## src/rtl/dma_seq_pkg.sv

```systemverilog
package dma_seq_pkg;
  typedef enum logic [1:0] {
    SZ_BYTE = 2'd0,
    SZ_HALF = 2'd1,
    SZ_WORD = 2'd2,
    SZ_BAD  = 2'd3
  } unit_size_e;

  typedef enum logic [2:0] {
    ST_IDLE,
    ST_WAIT_REQ,
    ST_ARB,
    ST_READ,
    ST_WRITE,
    ST_ACK
  } seq_state_e;

  typedef struct packed {
    logic load;
    logic capture;
    logic advance;
    logic selDst;
  } ctrl_strobes_t;

  function automatic logic [2:0] unitBytes(input logic [1:0] code);
    case (code)
      SZ_BYTE: unitBytes = 3'd1;
      SZ_HALF: unitBytes = 3'd2;
      SZ_WORD: unitBytes = 3'd4;
      default: unitBytes = 3'd0;
    endcase
  endfunction
endpackage

```

## src/rtl/dma_addr_reg.sv

```systemverilog
module dma_addr_reg #(
  parameter int ADDR_W = 32
) (
  input  logic              clk,
  input  logic              rstN,
  input  logic              load,
  input  logic [ADDR_W-1:0] loadVal,
  input  logic              step,
  input  logic              stepEn,
  input  logic [2:0]        stepBytes,
  output logic [ADDR_W-1:0] addr
);
  always_ff @(posedge clk or negedge rstN) begin
    if (!rstN) begin
      addr <= '0;
    end else if (load) begin
      addr <= loadVal;
    end else if (step && stepEn) begin
      addr <= addr + ADDR_W'(stepBytes);
    end
  end
endmodule

```

## src/rtl/dma_seq_datapath.sv

```systemverilog
module dma_seq_datapath
  import dma_seq_pkg::*;
#(
  parameter int ADDR_W = 32,
  parameter int DATA_W = 32,
  parameter int CNT_W  = 16
) (
  input  logic              clk,
  input  logic              rstN,
  input  ctrl_strobes_t     strb,
  input  logic [ADDR_W-1:0] cfgSrcAddr,
  input  logic [ADDR_W-1:0] cfgDstAddr,
  input  logic [CNT_W-1:0]  cfgByteCount,
  input  logic [1:0]        cfgSize,
  input  logic              cfgSrcIo,
  input  logic              cfgDstIo,
  input  logic              cfgSrcInc,
  input  logic              cfgDstInc,
  input  logic [DATA_W-1:0] busRdata,
  output logic [ADDR_W-1:0] busAddr,
  output logic [DATA_W-1:0] busWdata,
  output logic [1:0]        busSize,
  output logic              lastUnit,
  output logic              cfgBad
);
  localparam int NSIDE = 2;

  logic [1:0]        sizeQ;
  logic [CNT_W-1:0]  cntQ;
  logic [DATA_W-1:0] holdQ;
  logic [NSIDE-1:0]  incQ;
  logic [NSIDE-1:0]  ioQ;
  logic [2:0]        stepBytes;
  logic [2:0]        cfgBytes;
  logic [ADDR_W-1:0] sideAddr [NSIDE];
  logic [ADDR_W-1:0] sideInit [NSIDE];

  assign stepBytes = unitBytes(sizeQ);
  assign cfgBytes  = unitBytes(cfgSize);
  assign sideInit[0] = cfgSrcAddr;
  assign sideInit[1] = cfgDstAddr;

  // Refuse: two I/O sides, bad size code, empty or misaligned count
  always_comb begin
    cfgBad = 1'b0;
    if (cfgSrcIo && cfgDstIo)           cfgBad = 1'b1;
    if (cfgSize == SZ_BAD)              cfgBad = 1'b1;
    if (cfgByteCount == '0)             cfgBad = 1'b1;
    if ((cfgByteCount & CNT_W'(cfgBytes - 3'd1)) != '0) cfgBad = 1'b1;
  end

  always_ff @(posedge clk or negedge rstN) begin
    if (!rstN) begin
      sizeQ <= '0;
      cntQ  <= '0;
      incQ  <= '0;
      ioQ   <= '0;
    end else if (strb.load) begin
      sizeQ <= cfgSize;
      cntQ  <= cfgByteCount;
      incQ  <= {cfgDstInc, cfgSrcInc};
      ioQ   <= {cfgDstIo, cfgSrcIo};
    end else if (strb.advance) begin
      cntQ  <= cntQ - CNT_W'(stepBytes);
    end
  end

  always_ff @(posedge clk or negedge rstN) begin
    if (!rstN) begin
      holdQ <= '0;
    end else if (strb.capture) begin
      holdQ <= busRdata;
    end
  end

  // One address register per side; index 0 source, 1 destination
  for (genvar s = 0; s < NSIDE; s++) begin : g_side
    dma_addr_reg #(.ADDR_W(ADDR_W)) u_addr (
      .clk      (clk),
      .rstN     (rstN),
      .load     (strb.load),
      .loadVal  (sideInit[s]),
      .step     (strb.advance),
      .stepEn   (incQ[s] && !ioQ[s]),
      .stepBytes(stepBytes),
      .addr     (sideAddr[s])
    );
  end

  assign busAddr  = strb.selDst ? sideAddr[1] : sideAddr[0];
  assign busWdata = holdQ;
  assign busSize  = sizeQ;
  assign lastUnit = (cntQ == CNT_W'(stepBytes));
endmodule

```

## src/rtl/dma_seq_ctrl.sv

```systemverilog
module dma_seq_ctrl
  import dma_seq_pkg::*;
(
  input  logic          clk,
  input  logic          rstN,
  input  logic          start,
  input  logic          cfgContinuous,
  input  logic          cfgBad,
  input  logic          lastUnit,
  input  logic          xferReq,
  input  logic          busGrant,
  input  logic          busReady,
  output ctrl_strobes_t strb,
  output logic          busReq,
  output logic          busValid,
  output logic          busWrite,
  output logic          ack,
  output logic          busy,
  output logic          done,
  output logic          cfgErr
);
  seq_state_e stateQ, stateD;
  logic       contQ;
  logic       accept;

  assign accept = (stateQ == ST_IDLE) && start && !cfgBad;

  always_comb begin
    stateD = stateQ;
    case (stateQ)
      ST_IDLE:     if (accept) stateD = ST_WAIT_REQ;
      ST_WAIT_REQ: if (xferReq) stateD = ST_ARB;
      ST_ARB:      if (busGrant) stateD = ST_READ;
      ST_READ:     if (busReady) stateD = ST_WRITE;
      ST_WRITE:    if (busReady) stateD = (contQ && !lastUnit) ? ST_READ : ST_ACK;
      ST_ACK:      stateD = done ? ST_IDLE : ST_WAIT_REQ;
      default:     stateD = ST_IDLE;
    endcase
  end

  always_comb begin
    strb         = '0;
    strb.load    = accept;
    strb.capture = (stateQ == ST_READ) && busReady;
    strb.advance = (stateQ == ST_WRITE) && busReady;
    strb.selDst  = (stateQ == ST_WRITE);
  end

  always_ff @(posedge clk or negedge rstN) begin
    if (!rstN) begin
      stateQ <= ST_IDLE;
      contQ  <= 1'b0;
      done   <= 1'b0;
      cfgErr <= 1'b0;
    end else begin
      stateQ <= stateD;
      if (stateQ == ST_IDLE && start) begin
        if (cfgBad) begin
          cfgErr <= 1'b1;
        end else begin
          cfgErr <= 1'b0;
          done   <= 1'b0;
          contQ  <= cfgContinuous;
        end
      end
      if (strb.advance && lastUnit) done <= 1'b1;
    end
  end

  assign busReq   = (stateQ == ST_ARB) || (stateQ == ST_READ) || (stateQ == ST_WRITE);
  assign busValid = (stateQ == ST_READ) || (stateQ == ST_WRITE);
  assign busWrite = (stateQ == ST_WRITE);
  assign ack      = (stateQ == ST_ACK);
  assign busy     = (stateQ != ST_IDLE);
endmodule

```

## src/rtl/dma_chan_seq.sv

```systemverilog
module dma_chan_seq
  import dma_seq_pkg::*;
#(
  parameter int ADDR_W = 32,
  parameter int DATA_W = 32,
  parameter int CNT_W  = 16
) (
  input  logic              clk,
  input  logic              rstN,
  input  logic              start,
  input  logic [ADDR_W-1:0] cfgSrcAddr,
  input  logic [ADDR_W-1:0] cfgDstAddr,
  input  logic [CNT_W-1:0]  cfgByteCount,
  input  logic [1:0]        cfgSize,
  input  logic              cfgSrcIo,
  input  logic              cfgDstIo,
  input  logic              cfgSrcInc,
  input  logic              cfgDstInc,
  input  logic              cfgContinuous,
  input  logic              xferReq,
  input  logic              busGrant,
  output logic              busReq,
  output logic              busValid,
  output logic              busWrite,
  output logic [ADDR_W-1:0] busAddr,
  output logic [1:0]        busSize,
  output logic [DATA_W-1:0] busWdata,
  input  logic [DATA_W-1:0] busRdata,
  input  logic              busReady,
  output logic              ack,
  output logic              busy,
  output logic              done,
  output logic              cfgErr
);
  ctrl_strobes_t strb;
  logic          lastUnit;
  logic          cfgBad;

  dma_seq_ctrl u_ctrl (
    .clk          (clk),
    .rstN         (rstN),
    .start        (start),
    .cfgContinuous(cfgContinuous),
    .cfgBad       (cfgBad),
    .lastUnit     (lastUnit),
    .xferReq      (xferReq),
    .busGrant     (busGrant),
    .busReady     (busReady),
    .strb         (strb),
    .busReq       (busReq),
    .busValid     (busValid),
    .busWrite     (busWrite),
    .ack          (ack),
    .busy         (busy),
    .done         (done),
    .cfgErr       (cfgErr)
  );

  dma_seq_datapath #(.ADDR_W(ADDR_W), .DATA_W(DATA_W), .CNT_W(CNT_W)) u_dp (
    .clk         (clk),
    .rstN        (rstN),
    .strb        (strb),
    .cfgSrcAddr  (cfgSrcAddr),
    .cfgDstAddr  (cfgDstAddr),
    .cfgByteCount(cfgByteCount),
    .cfgSize     (cfgSize),
    .cfgSrcIo    (cfgSrcIo),
    .cfgDstIo    (cfgDstIo),
    .cfgSrcInc   (cfgSrcInc),
    .cfgDstInc   (cfgDstInc),
    .busRdata    (busRdata),
    .busAddr     (busAddr),
    .busWdata    (busWdata),
    .busSize     (busSize),
    .lastUnit    (lastUnit),
    .cfgBad      (cfgBad)
  );
endmodule

```

## config.mk

```make
export PLATFORM = sky130hd
export DESIGN_NAME = dma_chan_seq
export DESIGN_NICKNAME = d
export VERILOG_FILES = /design/src/rtl/dma_seq_pkg.sv /design/src/rtl/dma_addr_reg.sv /design/src/rtl/dma_seq_datapath.sv /design/src/rtl/dma_seq_ctrl.sv /design/src/rtl/dma_chan_seq.sv
export SDC_FILE = /design/constraint.sdc
export NUM_CORES = 1
export LEC_CHECK = 0
export BUFFER_PORTS_ARGS = -buffer_cell sky130_fd_sc_hd__buf_2
export CAP_MARGIN = 20
export CORE_UTILIZATION = 50
export CTS_BUF_LIST = sky130_fd_sc_hd__clkbuf_16
export CTS_CLUSTER_SIZE = 24
export DETAILED_ROUTE_END_ITERATION = 8
export PLACE_DENSITY_LB_ADDON = 0.15
export REMOVE_ABC_BUFFERS = 1
export SLEW_MARGIN = 10
export SYNTH_ARGS = -nofsm -noshare
export SYNTH_HDL_FRONTEND = slang
export SYNTH_SLANG_ARGS = --single-unit
```

## constraint.sdc

```tcl
create_clock -name clk -period 3.38 [get_ports clk]
set_clock_uncertainty 0.15 [all_clocks]
set_input_delay 0.676 -clock clk [delete_from_list [all_inputs] [get_ports clk]]
set_output_delay 0.676 -clock clk [all_outputs]
set_load 0.005 [all_outputs]
```

[Word level (Yosys, flattened, before mapping)]
Index checks and enable logic that the tools add are counted.
Cells by class
  add/subtract/negate cells: 4
  multipliers: 0
  shift-type cells: 0
  reduce and logical (&&, ||, !) cells: 31
  $lt $le $gt $ge: 0
  multiplexer cells: 25
  bitwise logic cells: 2
  divide/modulo/power cells: 0
  eq/ne operators: 17
Operators by type and width (number)
  $mux 32: 5
  $add 32x3->32: 2
  $mux 16: 2
  $mux 3: 6
  $pmux 3 s3: 2
  $pmux 3 s6: 1
  $and 16x16->16: 1
  $eq 16x3->1: 1
  $logic_not 16->1: 1
  $reduce_bool 16->1: 1
  $sub 16x3->16: 1
  $logic_and 1x1->1: 11
  $mux 1: 9
  $ne 2x2->1 const B: 4
  $reduce_bool 2->1: 4
  $eq 2x2->1 const B: 3
  $eq 3x2->1 const B: 2
  $eq 3x3->1 const B: 2
  $reduce_and 5->1: 1
  $eq 2x1->1 const B: 2
  $logic_not 1->1: 4
  $logic_not 2->1: 2
  $ne 2x1->1 const B: 2
  $reduce_and 2->1: 2
  other kinds (6): 8
Word-level totals
  logic and storage cells: 90
  ROM bits: 0
  bits of input ports: 125
  bits in writable memories: 0
  output and inout bits: 73
  register bits after elaboration: 124
  memories kept: 0
  latch bits: 0

[Logic depth before layout (Yosys ltp)]
  depth in word-level cells: 10
  gate-level depth with buffers: 10
  mapped depth without buffers: 9

[Modules after synthesis]
A second synthesis with hierarchy kept.
Unflattened totals
  cells, all modules: 721
  area total of the unflattened synthesis: 7131.8 µm²
Modules (own cells, without submodules)
  dma_seq_datapath: times used 1, area an instance 2862.7 µm², seq. area each 1351.3 µm², cells each 245
  dma_addr_reg at u_dp.g_side[1].u_addr: times used 1, area an instance 1974.4 µm², seq. area each 800.8 µm², cells each 223
  dma_addr_reg at u_dp.g_side[0].u_addr: times used 1, area an instance 1853.0 µm², seq. area each 800.8 µm², cells each 202
  dma_seq_ctrl: times used 1, area an instance 441.7 µm², seq. area each 150.1 µm², cells each 51

[Least setup slack after synthesis]
No wires, ideal clock.
  path type: flip-flop to flip-flop
  start point: reg u_dp.sizeQ[1] (netlist: u_dp.busSize[1])
  end point: reg u_dp.g_side[0].u_addr.addr[28]
  data arrival time: 2.156 ns
  data required time: 3.098 ns
  setup slack: 0.942 ns
  library setup time: 0.132 ns
  path buffers: 1
  clock period less this slack: 2.438 ns
  cell stages (with the launch flop): 11
  cell sequence: dfrtp_1 nor2_1 ha_1 inv_1 fa_1 nor2b_1 o211ai_1 buf_2 nor4b_2 xnor2_1 o21ai_1
Between the ends
  word-level cells in the longest chain between the ends: 5
  elaborated cells between the ends (all ways): 7
  classes of those cells: add/sub: 1; eq/ne: 2; mux: 3; reduce/logical: 1
Ends and longest elaborated chain
  start: declaration: line dma_seq_datapath.sv:28  | logic [1:0] sizeQ;
  start signal: assignment: line dma_seq_datapath.sv:59  | sizeQ <= cfgSize;
  $eq 2x2->1 (tied with other cells): line dma_seq_pkg.sv:26  | case (code)
  $pmux 3 s3 *: line dma_seq_pkg.sv:26
  $add 32x3->32 *: line dma_addr_reg.sv:19  | addr <= addr + ADDR_W'(stepBytes);
  $mux 32 *: line dma_addr_reg.sv:18  | end else if (step && stepEn) begin
  $mux 32 *: line dma_addr_reg.sv:16  | end else if (load) begin
  end signal: assignment: line dma_addr_reg.sv:17  | addr <= loadVal;
  end signal: assignment: line dma_addr_reg.sv:19
  end: declaration: line dma_addr_reg.sv:11  | output logic [ADDR_W-1:0] addr
Every way passes the cells marked *; elsewhere a longest branch is shown, timed or not. The select of a mux whose other input is x is not followed.
A chain may end at the register's enable or synchronous reset.

[Worst setup path in the final report]
  start point: reg u_ctrl.stateQ[2]
  end point: out busAddr[4]
Between the ends
  word-level cells in the longest chain between the ends: 2
Ends and longest elaborated chain
  start: declaration: line dma_seq_ctrl.sv:22  | seq_state_e stateQ, stateD;
  start signal: assignment: line dma_seq_ctrl.sv:56  | stateQ <= stateD;
  $eq 3x3->1: line dma_seq_ctrl.sv:46  | strb.selDst = (stateQ == ST_WRITE);
  $mux 32: line dma_seq_datapath.sv:90  | assign busAddr = strb.selDst ? sideAddr[1] : sideAddr[0];
  end: declaration: line dma_chan_seq.sv:25  | output logic [ADDR_W-1:0] busAddr,
Every way passes these cells.

==> out/results.tsv <==
metric	value	unit
drive_above_1_share	0.270	
synthAdderAreaFrac	0.0244	
slew_headroom	0.485	
ys_seq_area_frac	0.438	
antenna_found_initial	0	
worst-setup-path-type	flip-flop to output pin	
nNetsFinal	1127	
grt_pass1_wl	31.1	mm
drt_iter0_drc	525	
dr.pass1.iters	5	
rows	43	
first_global_vias	6017	
cts_buffers	17	
timing.rr.start	u_dp.busSize[1]$_DFFE_PN0P_	
synth-xor-area-share	0.0668	
postCtsResizedCells	0	
totalWireLength	19.5	mm
placed_area	8260	sq um
synth-compound-area-share	0.110	
power.density	839	nW/um^2
syn_to_final_growth	24.6	%
fin_crit	2.97	ns
die_y	121	um
synthSimpleGateAreaFrac	0.265	
place_inst	1151	
power.leakage	3.90	nW
setup_ws	0.411	ns
finalPower	7.40	mW
synth.cell_area	7080	sq um
holdWs	0.116	ns
crit_slowest_cell	dfrtp_1	
rsz0062_at_grt	no	
final_area	8820	sq um
crit_path_frequent_cell	nand2_1	
drv_slew	0	
crit_fanout	34	
cp_data_arrival_time	2.14	ns
rrSetupSlack	0.59	ns
yosys_most_used_dff	dfrtp_1	
postCtsSetupBuffers	0	
vias	6513	
postLayoutCoreUtil	0.638	
clkSinkCount	124	
wire_per_inst	16.5	um
yosys-mux-area-fraction	0.0566	
grt_max_degree	56	
fill_cells	1197	
drc	0	
ys_ff_latch	124	
finalHoldViolCount	0	
ir_drop	383	uV
io-pin-count	198	
cp.required	2.55	ns
clk_pin_slew	0.06	ns
post-place-ws	0.613	ns
synth_edf_count	0	
tns	0	ns
crit_chain	nor2b_1 > nand2_1 > inv_2 > nand2_1 > nand2_1 > buf_2	
antenna_cells	0	
path_delay_family	simple AND/OR/NAND/NOR gates	
via_per_inst	5.51	
cts_max_level	4	
crit_buf_inv	2	
worstMarginPinSlew	0.771	ns
cp-end-kind	output pin	
gp_congestion	0.903	
synth_top_family_by_area	simple AND/OR/NAND/NOR gates	
avgSynthCellArea	8.81	sq um
worstSkewPairLatency	0.43	ns
max_stage_delay	0.53	ns
async_flop_share	1.00	
synth_cells	804	
cts-root-buf	clkbuf_16	
start_util	0.512	
crit_start	u_ctrl.stateQ[2]$_DFFE_PN0P_	
core	13800	sq um
cts_tree	built	
grt-ovfl-total	0	
max_cap_violations	0	
yosys_warnings	0	
startpoint_type	flip-flop	
dpl.hpwl	14.0	mm
cts_hold_buf	0	
status	finished clean	
gr-usage-all-layers	0.279	
die-area	14600	sq um
cts_buffer_depth	2	
fin_crit_sh	0.879	
clock.fmax	337	MHz
postRouteAntennaNets	0	
setup-violations-final	0	
ys_types	62	
fin_cells	1183	
die_w	121	um
hold_class	primary input to asynchronous set/reset pin	
port_buffers	197	
registers in the layout, summed over array words and instances (netlist names):
register                 cells
u_ctrl.cfgErr                1
u_ctrl.contQ                 1
u_ctrl.done                  1
u_ctrl.stateQ                3
u_dp.busSize                 2
u_dp.busWdata               32
u_dp.cntQ                   16
u_dp.g_side.u_addr.addr     64
u_dp.incQ                    2
u_dp.ioQ                     2
path summary, 6_finish.rpt:
kind / to / cells past startpoint
setup / recovery: busAddr[4] / 6
hold / removal: u_dp.busWdata[0]$_DFFE_PN0P_ / 1
setup reg to reg: u_dp.g_side[0].u_addr.addr[30]$_DFFE_PN0P_ / 9
hold reg to reg: u_dp.busWdata[14]$_DFFE_PN0P_ / 1
max in group asynchronous: u_dp.g_side[0].u_addr.addr[24]$_DFFE_PN0P_ / 2
min in group clk: u_dp.incQ[0]$_DFFE_PN0P_ / 3
cell type report:
| class | count | area [sq um] | share of cell area |
|---|---|---|---|
| inverters | 20 | 75.1 | 0.00851 |
| multi-input cells | 616 | 3720 | 0.422 |
| clock buffers | 17 | 425 | 0.0482 |
| clock inverters | 15 | 143 | 0.0162 |
| repair buffers | 211 | 1130 | 0.128 |
| well taps | 180 | 225 | 0.0255 |
| flip-flops and latches | 124 | 3100 | 0.352 |
worst register-to-register path, stage by stage, from the launching register on:
cell and delay, ns:
dfrtp_1 0.40, nor2_1 0.25, ha_1 0.23, inv_1 0.06
fa_1 0.37, nor2b_1 0.25, o211ai_1 0.12, buf_4 0.22
or4_1 0.48, a31oi_1 0.18
placed cells by master (no fill, tap or decap), types with 19 or more instances in the layout:
| cell type | synthesis | layout |
|---|---|---|
| nand2_1 | 197 | 197 |
| buf_2 | 18 | 196 |
| dfrtp_1 | 124 | 124 |
| o21ai_1 | 61 | 60 |
| xnor2_1 | 43 | 43 |
| nor2_1 | 37 | 37 |
| mux2_1 | 29 | 29 |
| nor3_1 | 28 | 28 |
| nand3_1 | 27 | 27 |
| inv_1 | 19 | 19 |
routing by layer:
layer  vias up  GRT usage  part of all wire
li1       3181          -                 -
met4         0      0.107             0.020
met2       228      0.429              0.46
met5         -          0                 0
met1      3076      0.390              0.46
met3        28     0.0512             0.060
Yosys cell counts (6+ instances only):
master | number | area [sq um]
nor2_1 | 37 | 139
nor2b_1 | 8 | 50.1
and3_1 | 7 | 43.8
ha_1 | 9 | 113
nand2_1 | 197 | 739
or2_2 | 6 | 37.5
inv_1 | 19 | 71.3
nor4_2 | 7 | 87.6
clkbuf_1 | 23 | 86.3
nor4_1 | 14 | 87.6
a21oi_1 | 13 | 65.1
buf_2 | 18 | 90.1
dfrtp_1 | 124 | 3100
o211ai_1 | 10 | 75.1
o21ai_1 | 61 | 305
o21ai_0 | 9 | 45.0
xor2_1 | 11 | 96.3
mux2_1 | 29 | 327
nor3_1 | 28 | 140
nand4_1 | 17 | 106
nand3_1 | 27 | 135
xnor2_1 | 43 | 377
power by group:
group	total (mW)	internal [mW]	switching [mW]
clock	1.75	1.02	0.734
combinational	2.72	1.31	1.41
sequential	2.93	2.20	0.737
total	7.40	4.52	2.88
kinds of logic (layout without fill, tap and decap cells):
family | Yosys count | in the layout
flip-flops | 124 | 124
XOR/XNOR | 54 | 54
multiplexers | 36 | 36
AND/OR/NAND/NOR | 385 | 385
buffers and inverters | 64 | 263
adder cells (fa/ha/maj) | 12 | 12
AO/OA/AOI/OAI | 129 | 129
Power figures use the tool's default switching activity.
